## config.mk

```make
export PLATFORM = sky130hd
export DESIGN_NAME = usart_rx
export DESIGN_NICKNAME = d
export VERILOG_FILES = /design/src/rtl/usart_rx_pkg.sv /design/src/rtl/rx_line_sync.sv /design/src/rtl/rx_async_frame.sv /design/src/rtl/rx_sync_frame.sv /design/src/rtl/rx_hold_regs.sv /design/src/rtl/usart_rx.sv
export SDC_FILE = /design/constraint.sdc
export NUM_CORES = 1
export LEC_CHECK = 0
export BUFFER_PORTS_ARGS = -buffer_cell sky130_fd_sc_hd__buf_2
export CAP_MARGIN = 0
export CORE_MARGIN = 4
export CORE_UTILIZATION = 56
export CTS_CLUSTER_SIZE = 12
export DETAILED_ROUTE_END_ITERATION = 8
export GPL_TIMING_DRIVEN = 0
export PLACE_DENSITY = 0.85
export SYNTH_ARGS = -nofsm -noshare
export SYNTH_HDL_FRONTEND = slang
export SYNTH_SLANG_ARGS = --single-unit
export TNS_END_PERCENT = 1
```

## constraint.sdc

```tcl
create_clock -name clk -period 3.9 [get_ports clk]
set_input_delay 0.39 -clock clk [delete_from_list [all_inputs] [get_ports clk]]
set_output_delay 0.39 -clock clk [all_outputs]
set_load 0.05 [all_outputs]
```

## src/rtl/usart_rx_pkg.sv

```systemverilog
// Package: shared encodings for the serial receiver.
// Assumes: status word is at least 4 bits wide.
package usart_rx_pkg;

    typedef enum logic [1:0] {
        RATE_SYNC = 2'b00,
        RATE_X1   = 2'b01,
        RATE_X16  = 2'b10,
        RATE_X64  = 2'b11
    } rate_e;

    typedef enum logic [1:0] {
        AS_IDLE,
        AS_START,
        AS_DATA,
        AS_STOP
    } async_st_e;

    localparam int ST_RDY  = 0;
    localparam int ST_OVR  = 1;
    localparam int ST_FE   = 2;
    localparam int ST_LOCK = 3;

endpackage

```

## src/rtl/rx_line_sync.sv

```systemverilog
// Module: brings the asynchronous serial line into the clk domain.
// Assumes: STAGES >= 2; line idles high, so reset value is high.
module rx_line_sync #(
    parameter int STAGES = 2
) (
    input  logic clk,
    input  logic rst_n,
    input  logic din,
    output logic dout
);
    logic [STAGES-1:0] pipe;

    // Shift the raw line through the synchronizer flops.
    always_ff @(posedge clk) begin
        if (!rst_n) pipe <= '1;
        else        pipe <= {pipe[STAGES-2:0], din};
    end

    assign dout = pipe[STAGES-1];
endmodule

```

## src/rtl/rx_async_frame.sv

```systemverilog
// Module: asynchronous frame engine. Detects the start bit, confirms it at
// mid-bit when oversampling, and samples data and stop bits at bit centres.
// Assumes: rate stays constant while a frame is in progress; en low holds
// the engine idle.
module rx_async_frame
    import usart_rx_pkg::*;
#(
    parameter int DATA_W   = 8,
    parameter int MID_DIV  = 16,
    parameter int HIGH_DIV = 64
) (
    input  logic              clk,
    input  logic              rst_n,
    input  logic              en,
    input  logic              tick,
    input  logic [1:0]        rate,
    input  logic              line,
    output logic              char_valid,
    output logic [DATA_W-1:0] char_data,
    output logic              char_fe
);
    localparam int CNT_W = $clog2(HIGH_DIV + 1);
    localparam int IDX_W = $clog2(DATA_W + 1);

    async_st_e         st;
    logic [CNT_W-1:0]  cnt, cnt_nx, div, half;
    logic [IDX_W-1:0]  idx;
    logic [DATA_W-1:0] shreg;

    // Pick the tick count per bit from the rate selection.
    always_comb begin
        case (rate)
            RATE_X16: div = CNT_W'(MID_DIV);
            RATE_X64: div = CNT_W'(HIGH_DIV);
            default:  div = CNT_W'(1);
        endcase
        half   = div >> 1;
        cnt_nx = cnt + 1'b1;
    end

    // Frame state machine advancing on receive ticks.
    always_ff @(posedge clk) begin
        if (!rst_n || !en) begin
            st         <= AS_IDLE;
            cnt        <= '0;
            idx        <= '0;
            shreg      <= '0;
            char_valid <= 1'b0;
            char_data  <= '0;
            char_fe    <= 1'b0;
        end else begin
            char_valid <= 1'b0;
            if (tick) begin
                case (st)
                    AS_IDLE: begin
                        if (!line) begin
                            st  <= (div == CNT_W'(1)) ? AS_DATA : AS_START;
                            cnt <= '0;
                            idx <= '0;
                        end
                    end
                    AS_START: begin
                        if (cnt_nx == half) begin
                            cnt <= '0;
                            st  <= line ? AS_IDLE : AS_DATA;
                        end else begin
                            cnt <= cnt_nx;
                        end
                    end
                    AS_DATA: begin
                        if (cnt_nx == div) begin
                            cnt   <= '0;
                            shreg <= {line, shreg[DATA_W-1:1]};
                            idx   <= idx + 1'b1;
                            if (idx == IDX_W'(DATA_W - 1)) st <= AS_STOP;
                        end else begin
                            cnt <= cnt_nx;
                        end
                    end
                    default: begin
                        if (cnt_nx == div) begin
                            cnt        <= '0;
                            st         <= AS_IDLE;
                            char_valid <= 1'b1;
                            char_data  <= shreg;
                            char_fe    <= !line;
                        end else begin
                            cnt <= cnt_nx;
                        end
                    end
                endcase
            end
        end
    end

    // Bit index never runs past the character width while collecting data.
    assert_idx_bound_R1: assert property (@(posedge clk) disable iff (!rst_n)
        (st == AS_DATA) |-> (idx < DATA_W));

    // A finished character is reported for a single cycle only.
    assert_valid_pulse_R1: assert property (@(posedge clk) disable iff (!rst_n)
        char_valid |=> !char_valid);

    // A glitch rejection returns to idle without producing a character.
    assert_glitch_quiet_R3: assert property (@(posedge clk) disable iff (!rst_n || !en)
        (st == AS_START && tick && cnt_nx == half && line) |=> !char_valid);
endmodule

```

## src/rtl/rx_sync_frame.sv

```systemverilog
// Module: synchronous frame engine. One bit per tick; hunts for a fixed
// sync pattern, then delivers a character every DATA_W ticks.
// Assumes: lock is kept until reset or leaving synchronous mode.
module rx_sync_frame #(
    parameter int              DATA_W   = 8,
    parameter logic [DATA_W-1:0] SYNC_PAT = 8'h7E
) (
    input  logic              clk,
    input  logic              rst_n,
    input  logic              en,
    input  logic              tick,
    input  logic              line,
    output logic              locked,
    output logic              char_valid,
    output logic [DATA_W-1:0] char_data
);
    localparam int IDX_W = $clog2(DATA_W + 1);

    logic [DATA_W-1:0] win, win_nx;
    logic [IDX_W-1:0]  cnt;

    assign win_nx = {line, win[DATA_W-1:1]};

    // Shift the window, detect the sync pattern, then frame characters.
    always_ff @(posedge clk) begin
        if (!rst_n || !en) begin
            win        <= '0;
            cnt        <= '0;
            locked     <= 1'b0;
            char_valid <= 1'b0;
            char_data  <= '0;
        end else begin
            char_valid <= 1'b0;
            if (tick) begin
                win <= win_nx;
                if (!locked) begin
                    if (win_nx == SYNC_PAT) begin
                        locked <= 1'b1;
                        cnt    <= '0;
                    end
                end else if (cnt == IDX_W'(DATA_W - 1)) begin
                    char_valid <= 1'b1;
                    char_data  <= win_nx;
                    cnt        <= '0;
                end else begin
                    cnt <= cnt + 1'b1;
                end
            end
        end
    end

    // Once locked, lock persists while the engine stays enabled.
    assert_lock_sticky_R8: assert property (@(posedge clk) disable iff (!rst_n || !en)
        locked |=> locked);

    // Characters are only produced after lock.
    assert_char_after_lock_R8: assert property (@(posedge clk) disable iff (!rst_n)
        char_valid |-> locked);
endmodule

```

## src/rtl/rx_hold_regs.sv

```systemverilog
// Module: holding register plus ready, overrun and framing flags.
// Assumes: ld is a one-cycle pulse per completed character.
module rx_hold_regs #(
    parameter int DATA_W = 8
) (
    input  logic              clk,
    input  logic              rst_n,
    input  logic              ld,
    input  logic [DATA_W-1:0] ld_data,
    input  logic              ld_fe,
    input  logic              rd_take,
    input  logic              clr_err,
    output logic [DATA_W-1:0] hold,
    output logic              rdy,
    output logic              ovr,
    output logic              fe
);
    // Load a new character or release it on a CPU data read.
    always_ff @(posedge clk) begin
        if (!rst_n) begin
            hold <= '0;
            rdy  <= 1'b0;
        end else if (ld) begin
            hold <= ld_data;
            rdy  <= 1'b1;
        end else if (rd_take) begin
            rdy <= 1'b0;
        end
    end

    // Error flags: set on event, cleared by command; set wins.
    always_ff @(posedge clk) begin
        if (!rst_n) begin
            ovr <= 1'b0;
            fe  <= 1'b0;
        end else begin
            if (ld && rdy && !rd_take) ovr <= 1'b1;
            else if (clr_err)          ovr <= 1'b0;
            if (ld && ld_fe)           fe  <= 1'b1;
            else if (clr_err)          fe  <= 1'b0;
        end
    end

    assert_load_sets_rdy_R1: assert property (@(posedge clk) disable iff (!rst_n)
        ld |=> rdy);

    assert_read_clears_R4: assert property (@(posedge clk) disable iff (!rst_n)
        (rd_take && !ld) |=> !rdy);

    assert_overrun_R5: assert property (@(posedge clk) disable iff (!rst_n)
        (ld && rdy && !rd_take) |=> ovr);

    assert_clear_flags_R7: assert property (@(posedge clk) disable iff (!rst_n)
        (clr_err && !ld) |=> (!ovr && !fe));

    assert_clear_keeps_R7: assert property (@(posedge clk) disable iff (!rst_n)
        (clr_err && !ld && !rd_take) |=> ($stable(hold) && $stable(rdy)));

    assert_reset_R9: assert property (@(posedge clk)
        !rst_n |=> (!rdy && !ovr && !fe && hold == '0));
endmodule

```

## src/rtl/usart_rx.sv

```systemverilog
// Module: top of the double-buffered serial receiver. Synchronizes the line,
// runs the asynchronous or synchronous frame engine chosen by rate_sel, and
// presents holding register or status to the CPU.
// Assumes: rate_sel changes only while the line is idle; DATA_W >= 4.
module usart_rx
    import usart_rx_pkg::*;
#(
    parameter int                DATA_W      = 8,
    parameter int                MID_DIV     = 16,
    parameter int                HIGH_DIV    = 64,
    parameter int                SYNC_STAGES = 2,
    parameter logic [DATA_W-1:0] SYNC_PAT    = 8'h7E
) (
    input  logic              clk,
    input  logic              rst_n,
    input  logic              rx_tick,
    input  logic [1:0]        rate_sel,
    input  logic              rx_line,
    input  logic              rd_en,
    input  logic              sel_status,
    input  logic              clr_err,
    output logic              rx_rdy,
    output logic [DATA_W-1:0] rd_data
);
    logic              line_s;
    logic              async_en, sync_en;
    logic              a_valid, a_fe, s_valid, s_locked;
    logic [DATA_W-1:0] a_data, s_data;
    logic              ld, ld_fe, rd_take;
    logic [DATA_W-1:0] ld_data, hold, status_w;
    logic              ovr, fe;

    assign async_en = (rate_sel != RATE_SYNC);
    assign sync_en  = !async_en;

    rx_line_sync #(.STAGES(SYNC_STAGES)) u_sync (
        .clk(clk), .rst_n(rst_n), .din(rx_line), .dout(line_s)
    );

    rx_async_frame #(.DATA_W(DATA_W), .MID_DIV(MID_DIV), .HIGH_DIV(HIGH_DIV)) u_async (
        .clk(clk), .rst_n(rst_n), .en(async_en), .tick(rx_tick), .rate(rate_sel),
        .line(line_s), .char_valid(a_valid), .char_data(a_data), .char_fe(a_fe)
    );

    rx_sync_frame #(.DATA_W(DATA_W), .SYNC_PAT(SYNC_PAT)) u_sframe (
        .clk(clk), .rst_n(rst_n), .en(sync_en), .tick(rx_tick), .line(line_s),
        .locked(s_locked), .char_valid(s_valid), .char_data(s_data)
    );

    // Merge the two engines into one load request for the holding stage.
    always_comb begin
        ld      = a_valid | s_valid;
        ld_data = a_valid ? a_data : s_data;
        ld_fe   = a_valid & a_fe;
        rd_take = rd_en & !sel_status;
    end

    rx_hold_regs #(.DATA_W(DATA_W)) u_hold (
        .clk(clk), .rst_n(rst_n), .ld(ld), .ld_data(ld_data), .ld_fe(ld_fe),
        .rd_take(rd_take), .clr_err(clr_err), .hold(hold), .rdy(rx_rdy),
        .ovr(ovr), .fe(fe)
    );

    // Assemble the status word and select the CPU read value.
    always_comb begin
        status_w          = '0;
        status_w[ST_RDY]  = rx_rdy;
        status_w[ST_OVR]  = ovr;
        status_w[ST_FE]   = fe;
        status_w[ST_LOCK] = s_locked;
        rd_data           = sel_status ? status_w : hold;
    end

    // The engines never deliver a character in the same cycle.
    assert_one_source_R8: assert property (@(posedge clk) disable iff (!rst_n)
        !(a_valid && s_valid));
endmodule

```

# Word level (Yosys, flattened, before mapping)
# Index checks and enable logic that the tools add are counted.
# totals
inputBits	9
out_inout_bits	9
reg_bits	66
elab_cells	98
# op_classes
add_sub_neg	3
bitwise_logic	6
n_reduce_logical	28
eq_ne	14
muxes	30
# ops
operator	count
7-bit one-hot mux with 2 select lines	2
7-bit 2-to-1 mux	3
4-bit 2-to-1 mux	5
8-bit 2-to-1 mux	2
2-bit 2-to-1 mux	7
2-bit nonzero test	6
1-bit 2-to-1 mux	9
3-bit AND reduction	3
4-bit by 1-bit adder with 4-bit output, second input constant	2
4-bit by 3-bit == test with 1-bit output, second input constant	2
8-bit by 7-bit == test with 1-bit output, second input constant	1
4-bit one-hot mux with 2 select lines	1
7-bit by 1-bit adder with 7-bit output, second input constant	1
7-bit by 1-bit == test with 1-bit output, second input constant	1
7-bit by 6-bit == test with 1-bit output	1
7-bit == test	1
2-bit == test, second input constant	3
2-bit by 1-bit != test with 1-bit output, second input constant	3
2-bit one-hot mux with 3 select lines	1
6-bit AND reduction	1
3-bit OR reduction	2
1-bit zero test	5
5-bit OR reduction	1
2-bit AND reduction	2
10 further kinds	16

# Logic depth before layout (Yosys ltp)
# Gate-level depths: netlist (run 1).
# logic_depth
word_depth	6
ltp_mapped	10
depth_no_buf	8

# Hierarchy
# A second synthesis (run 1) with hierarchy kept.
# unflattened
hier_cells	348
area_unflattened_um2	3347.0
# modules_own_cells
module	seq_area_each_um2	n_inst	area_each_um2	cells_per_inst
rx_async_frame	620.6	1	1737.9	190
rx_sync_frame	420.4	1	884.6	95
rx_hold_regs	220.2	1	414.1	36
usart_rx	0.0	1	257.7	23
rx_line_sync	40.0	1	52.6	4

# Worst setup path after synthesis (run 1)
# OpenSTA, ideal clock, no wires.
# synth_timing
kind	register -> register
from	reg u_async.cnt[0]
to	reg u_async.idx[0]
arrival_ps	2332
period_less_slack_ps	2460
path_slack_ps	1440
path_stages_with_launch	10
setup_time_ps	128
required_ps	3772
path_buffers	2
cell_sequence	dfxtp_1 -> ha_1 -> and3_4 -> buf_6 -> a311o_1 -> a2111oi_4 -> buf_6 -> mux2_2 -> a22oi_1 -> nor2_1
# synth_via
elab_chain_len	4
# synth_lines
item	line_no	source
start, declared	rx_async_frame.sv:26	logic [CNT_W-1:0] cnt, cnt_nx, div, half;
start signal, assigned	rx_async_frame.sv:67	cnt <= cnt_nx;
start signal, assigned	rx_async_frame.sv:77	cnt <= cnt_nx;
start signal, assigned	rx_async_frame.sv:88	cnt <= cnt_nx;
7-bit by 1-bit adder with 7-bit output	rx_async_frame.sv:38	cnt_nx = cnt + 1'b1;
7-bit == test	rx_async_frame.sv:71	if (cnt_nx == div) begin
2-bit by 1-bit != test with 1-bit output (no source line)	-	
4-bit AND reduction (no source line)	-	
end signal, assigned	rx_async_frame.sv:74	idx <= idx + 1'b1;
end, declared	rx_async_frame.sv:27	logic [IDX_W-1:0] idx;
# No other way between the ends.
# A chain may end at the register's enable or synchronous reset.

# Worst setup path after layout (run 1)
# layout_timing
from	reg u_async.cnt[0]
to	reg u_async.st[1]
# layout_via
elab_chain_len	4
elab_cells_between_ends	7
classes_between	add/sub: 1; eq/ne: 4; reduce/logical: 2
# layout_lines
item	line_no	source
7-bit by 1-bit adder with 7-bit output (*)	rx_async_frame.sv:38	
7-bit by 6-bit == test with 1-bit output or 7-bit == test (tied branches)	rx_async_frame.sv:63, rx_async_frame.sv:71, rx_async_frame.sv:81	
2-bit by 1-bit != test with 1-bit output (no source line) or 3-bit nonzero test (tied branches)	-	
6-bit AND reduction (no source line) (*)	-	
end signal, assigned	rx_async_frame.sv:57	st <= (div == CNT_W'(1)) ? AS_DATA : AS_START;
end signal, assigned	rx_async_frame.sv:65	st <= line ? AS_IDLE : AS_DATA;
end, declared	rx_async_frame.sv:25	async_st_e st;
# Every way passes the cells marked *; elsewhere a longest branch is shown, timed or not.

==> metrics.txt, run 1 <==
Hold WC Path Type=primary input to register; chip width=82.8 um; largest net degree at the start of global routing=14; routed wire length=about 6.7 mm; Final Total Pwr=1.44 mW; CTS H-tree lvls=3; busiest grt layer=met2; count of cell types in the netlist=50; Area after DPL=around 0.0033 mm2; top post-synthesis cells by area=dfxtp_1 (42%), mux2i_1 (7.3%), o21ai_0 (5.9%); status=finished, final reports clean; vias in the first global route=2404; CTS tree=built; hold wc startpoint=rx_line; RSZ-0062 raised after global routing=no; final slew viol count=0; max cap viols=0; drc violations=0; Ports=18; Startpoint Class=register; GRT Residual Overflow=0; DP Worst Slack=around 1200 ps; ys flop type=dfxtp_1; Max Freq=~370 MHz; Resize count post-CTS=0; met1 Use GR=0.242; FILL cells=around 450; hold depth=2; area share of the largest cell type after synthesis=0.415; share of cells above drive strength 1=0.120; core area=around 0.0053 mm2; clk root buf=clkbuf_8; met3 Track Usage GR=0.0535; Slew HR=0.568; Worst EP arrival=slightly below 3000 ps; Pwr Density=406 mW/mm2; CTS Hold Bufs=0; CTS sink cnt=65; yosys warns=0; Layout area overhead=12.8%; wire length of the first global-routing pass=roughly 11 mm; cell count of the worst reg-to-reg path=9; synthesized cell area=0.00314 mm2; num rows=26; Synth Area per Inst=between 8 and 9 um2; post-synthesis sequential area ratio=0.415; Final Skew=8.10 ps; Routed wire per std cell=around 14 um; Crit. End Element=register; I/O Buffers=13; Crit Path Max Fanout=10; die area=~0.0069 mm2; Final Hold Fails=0; final net count=between 400 and 500; Placer Congestion=between 0.8 and 0.9; Via Count=approximately 2600; most frequent cells in the layout=dfxtp_1 (65), o21ai_0 (37), nand2_1 (32), nor2_1 (32), nand3_1 (24); GRT met2 Usage=0.313; reg2reg end=u_async.st[1]; final setup fails=0; HPWL after DPL=about 4.8 mm; worst setup margin=1180 ps; GRT Total Usage=0.195; final non-filler cell area=0.00354 mm2; Routed Antenna Nets=0; part of the cycle the worst path needs=0.698; Initial DRT Pass Iterations=5; asr flop ratio synth=0; Die H=between 80 and 90 um; EDFF count, synth=0; Yosys top cell by area=dfxtp_1; Clock Latency Late Sink=~340 ps; worst r2r src=u_async.cnt[0]; Seq cells post-synth=65; Starting Density=0.595; reg-to-reg slack, setup=1180 ps; Post-CTS Setup Repair Bufs=0; post-route minimum period=2720 ps; slew at the pin with the worst max-slew slack=between 600 and 700 ps; n_diodes=0; Initial DRC Count=roughly 100; worst hold endpoint=u_sync.pipe[0]; CTS buffer count=9; DR vias/cell=approximately 5.7; post-synthesis net count=roughly 380; Setup TNS=0 ps; clock buffer depth=2; most common cell after layout, fill and taps aside=dfxtp_1; Synth Instances=362; WP data required=roughly 4100 ps; leak pwr=roughly 1.3 nW; initial antenna violation count=0; critical path class=register to register; Clk pin slew, worst setup/hold paths=about 80 ps; final core occ=0.671; Peak VDD IR=223 uV
metrics by stage:
step	instances	hold slack, ps
floorplan	362	386
global placement	445	390
detailed placement	445	395
CTS	461	214
global route	461	225
finish	461	228
sequential cells by signal, indices dropped and copies added, names as in the netlist, 2 cells and up:
signal              cells
u_hold.hold             8
u_async.shreg           8
u_sync.pipe             2
u_sframe.win            7
u_async.idx             4
u_sframe.char_data      8
u_async.cnt             7
u_async.char_data       8
u_async.st              2
u_sframe.cnt            4
cells by family (layout without fill, tap and decap cells):
logic type / count (synthesis) / in the layout / synth area share
mux: 28 / 28 / 0.0914
fa+ha+maj: 7 / 7 / 0.0279
compound gates: 82 / 82 / 0.168
flops: 65 / 65 / 0.415
buf+inv: 35 / 64 / 0.0531
xor+xnor: 6 / 6 / 0.0212
simple gates: 139 / 139 / 0.224
layer usage:
| metal | wire length (um) | part of all wire | up-vias |
|---|---|---|---|
| met1 | 3040 | 0.45 | 1248 |
| met3 | 342 | 0.051 | 10 |
| met4 | 93 | 0.014 | 0 |
| met5 | 0 | 0 | - |
| met2 | 3200 | 0.48 | 63 |
| li1 | - | - | 1328 |
power by group:
group          internal (mW)  total (mW)  switching [mW]
Sequential             0.665       0.667         0.00173
Clock                  0.431       0.701           0.270
Combinational         0.0218      0.0670          0.0452
Yosys cell counts (2+ instances only):
cell type,number
o31ai_1,5
a211oi_1,2
and2_1,9
nand4_1,4
inv_1,8
o21ai_0,37
xnor2_1,3
a31oi_1,4
nand2b_1,5
nor2_1,32
nand2_1,32
buf_1,3
buf_6,4
a21boi_0,2
nor4_1,3
or3_1,3
a22o_1,2
mux2i_1,23
clkbuf_1,16
mux2_2,5
a32o_1,2
xor2_1,2
nand3_1,24
a21oi_1,14
nand4b_1,2
a311oi_1,2
a22oi_1,2
nor3_1,5
nor3b_1,2
buf_2,4
dfxtp_1,65
nor2b_1,12
ha_1,7
critical path, stage by stage, from the launching register on:
cell	delay [ps]
dfxtp_1	470
ha_1	320
and3_4	220
buf_6	110
xnor3_1	330
a2111oi_4	400
buf_6	210
o211a_1	230
a211oi_1	90
a31o_2	230
how the worst max path moves through the flow:
stage                                 to  slack (ps)      startpoint
after floorplan           u_async.idx[0]        1440  u_async.cnt[0]
after global placement    u_async.idx[0]        1230  u_async.cnt[0]
after detailed placement  u_async.idx[0]        1220  u_async.cnt[0]
after CTS                 u_async.idx[0]        1180  u_async.cnt[0]
after global routing      u_async.idx[0]         970  u_async.cnt[0]
final                      u_async.st[1]        1180  u_async.cnt[0]
final cells by class:
cell class | count | area [um2] | share of cell area
clock buffer | 9 | 124 | 0.0350
multi-input combinational | 262 | 1670 | 0.472
timing repair buffer | 13 | 65.1 | 0.0184
clock inverter | 7 | 124 | 0.0350
tap | 70 | 87.6 | 0.0248
sequential | 65 | 1300 | 0.368
buffer | 27 | 136 | 0.0386
inverter | 8 | 30.0 | 0.00849
No activity file was read; power rests on OpenSTA's default activity.
==> inputs of run 2 (changes only) <==
- clock period: 3.9 -> 2.8 ns (I/O delays scaled with it)
==> run 2 against run 1 <==
Against the previous run:
- sequential power rose by 39%
- first-iteration DRC count rose by 2.0%
- combinational power up 39%
- final cell count did not move
- clock skew increased by 1.2 ps
- non-clock buffer count unchanged
- design area up 0.11%
- fmax grew 4.3%
==> metrics.txt, run 2 (same netlist as run 1, synthesis figures left out) <==
status=finished, final reports clean; worst r2r src=u_async.cnt[1]; hold wc startpoint=rx_line; Routed Antenna Nets=0 (unchanged); Startpoint Class=register; reg-to-reg slack, setup=190 ps (-990 ps); worst hold endpoint=u_sync.pipe[0]; Final Skew=9.27 ps (+1.17 ps); CTS tree=built; Crit Path Max Fanout=10 (unchanged); CTS buffer count=9 (unchanged); Layout area overhead=12.9%; HPWL after DPL=4.79 mm (unchanged); Crit path top cell by count=buf_6; hold depth=2 (unchanged); Placer Congestion=0.863 (unchanged); Max Freq=383 MHz (+4.3%); GRT Residual Overflow=0 (unchanged); Peak VDD IR=310 uV (+39%); Hold WC Path Type=primary input to register; Clk pin slew, worst setup/hold paths=80 ps (about the same); GRT Total Usage=0.195 (unchanged); vias in the first global route=2404 (unchanged); DP Worst Slack=117 ps (-1100 ps); RSZ-0062 raised after global routing=no; Slowest-stage cell, CP=dfxtp_1; Via Count=2640 (-0.34%); DR vias/cell=5.73 (-0.34%); part of the cycle the worst path needs=0.932 (+0.234); n_diodes=0 (unchanged); Starting Density=0.595 (unchanged); Final Hold Fails=0 (unchanged); final setup fails=0 (unchanged); most common cell after layout, fill and taps aside=dfxtp_1; max cap viols=0 (unchanged); most frequent cells in the layout=dfxtp_1 (64), o21ai_0 (37), nand2_1 (32), nor2_1 (32), nand3_1 (24); critical path class=register to register; Slew HR=0.568 (about the same); slew at the pin with the worst max-slew slack=648 ps (-0.0113 ps); final slew viol count=0 (unchanged); Die H=82.8 um (unchanged); share of cells above drive strength 1=0.125 (+0.00512); final core occ=0.672 (+0.000712); largest net degree at the start of global routing=14 (unchanged); biggest cell delay along the critical path=410 ps (-60 ps); leak pwr=1.27 nW (-0.21%); post-route insts no fill=461 (unchanged); Cells after DPL=445 (unchanged); Routed wire per std cell=14.4 um (-0.49%); WP data required=3040 ps (-1100 ps); clock buffer depth=2 (unchanged); CTS H-tree lvls=3 (unchanged); final net count=402 (unchanged); Pwr Density=565 mW/mm2 (+39%); core area=0.00527 mm2 (unchanged); worst setup margin=190 ps (-989 ps); final non-filler cell area=0.00354 mm2 (+0.11%); post-route minimum period=2610 ps (-111 ps); Ports=18 (unchanged); drc violations=0 (unchanged); Area after DPL=0.00329 mm2 (unchanged); Initial DRT Pass Iterations=4 (-1); cell count of the worst reg-to-reg path=9 (unchanged); Critical Path, Cell by Cell=ha_2 -> and3_4 -> buf_6 -> xnor3_1 -> a2111oi_4 -> buf_6 -> o211a_1 -> a211oi_1 -> a31o_2; initial antenna violation count=0 (unchanged); CTS sink cnt=65 (unchanged); CTS Hold Bufs=0 (unchanged); Worst EP arrival=2850 ps (-110 ps); die area=0.00686 mm2 (unchanged); wire length of the first global-routing pass=11.0 mm (unchanged); Initial DRC Count=100 (+2.0%); Crit. End Element=register; reg2reg end=u_async.st[1]; I/O Buffers=13 (unchanged); num rows=26 (unchanged); routed wire length=6.64 mm (-0.49%); chip width=82.8 um (unchanged); clk root buf=clkbuf_8; Setup TNS=0 ps (unchanged); Clock Latency Late Sink=340 ps (about the same)
run 2: changes by cell type in the layout (fill, tap and decap cells not counted):
| cell | previous run | this run |
|---|---|---|
| ha_2 | 0 | 1 |
| ha_1 | 7 | 6 |
| dfxtp_1 | 65 | 64 |
| dfxtp_2 | 0 | 1 |
run 2: area by class of cell:
cell class / count / area [um2]
clock inverters: 7 / 124
flip-flops and latches: 65 / 1300
clock buffers: 9 / 124
fillers: 446 / 1730
inverters: 8 / 30.0
repair buffers: 13 / 65.1
well taps: 70 / 87.6
multi-input cells: 262 / 1670
plain buffers: 27 / 136
run 2: routing by layer:
layer / routed length [um] / track usage
met5: 0 / 0
met4: 93 / 0.0951
met3: 333 / 0.0535
met2: 3200 / 0.313
met1: 3020 / 0.242
run 2: report_power, final:
group,leakage [nW],internal [mW],switching (mW)
combinational,0.624,0.0303,0.0628
sequential,0.524,0.927,0.00241
clock,0.121,0.600,0.378
total,1.27,1.56,0.443
run 2: per-stage QoR:
stage	total power, mW	hold slack [ps]
3_5_place_dp	1.04	395
3_3_place_gp	1.04	390
2_1_floorplan	1.02	353
5_1_grt	2.08	115
4_1_cts	2.02	104
6_report	2.00	118
run 2: worst max-delay path by stage:
stage,from,end,slack (ps),depth (start not counted)
6_report,u_async.cnt[1],u_async.st[1],190,9
3_5_place_dp,u_async.cnt[0],u_async.idx[0],120,9
2_1_floorplan,u_async.cnt[0],u_async.idx[0],340,9
5_1_grt,u_async.cnt[1],u_async.idx[0],20,9
4_1_cts,u_async.cnt[0],u_async.idx[0],80,9
3_3_place_gp,u_async.cnt[0],u_async.idx[0],130,9
run 2: critical path, delay by kind of cell (launching register included):
family	cells	cell delay, ps
AOI/OAI and AO/OA	4	960
xor gates and xnor gates	1	330
adders and majority gates	1	270
buffers and inverters	2	320
DFF	1	410
and+or+nand+nor	1	200
run 2: timing repair:
action / 4_1_cts / 5_1_grt
hold endpoints to repair: 0 / 0
resized for setup: 0 / 2
setup buffers: 0 / 0
endpoints found under the setup margin: 0 / 11
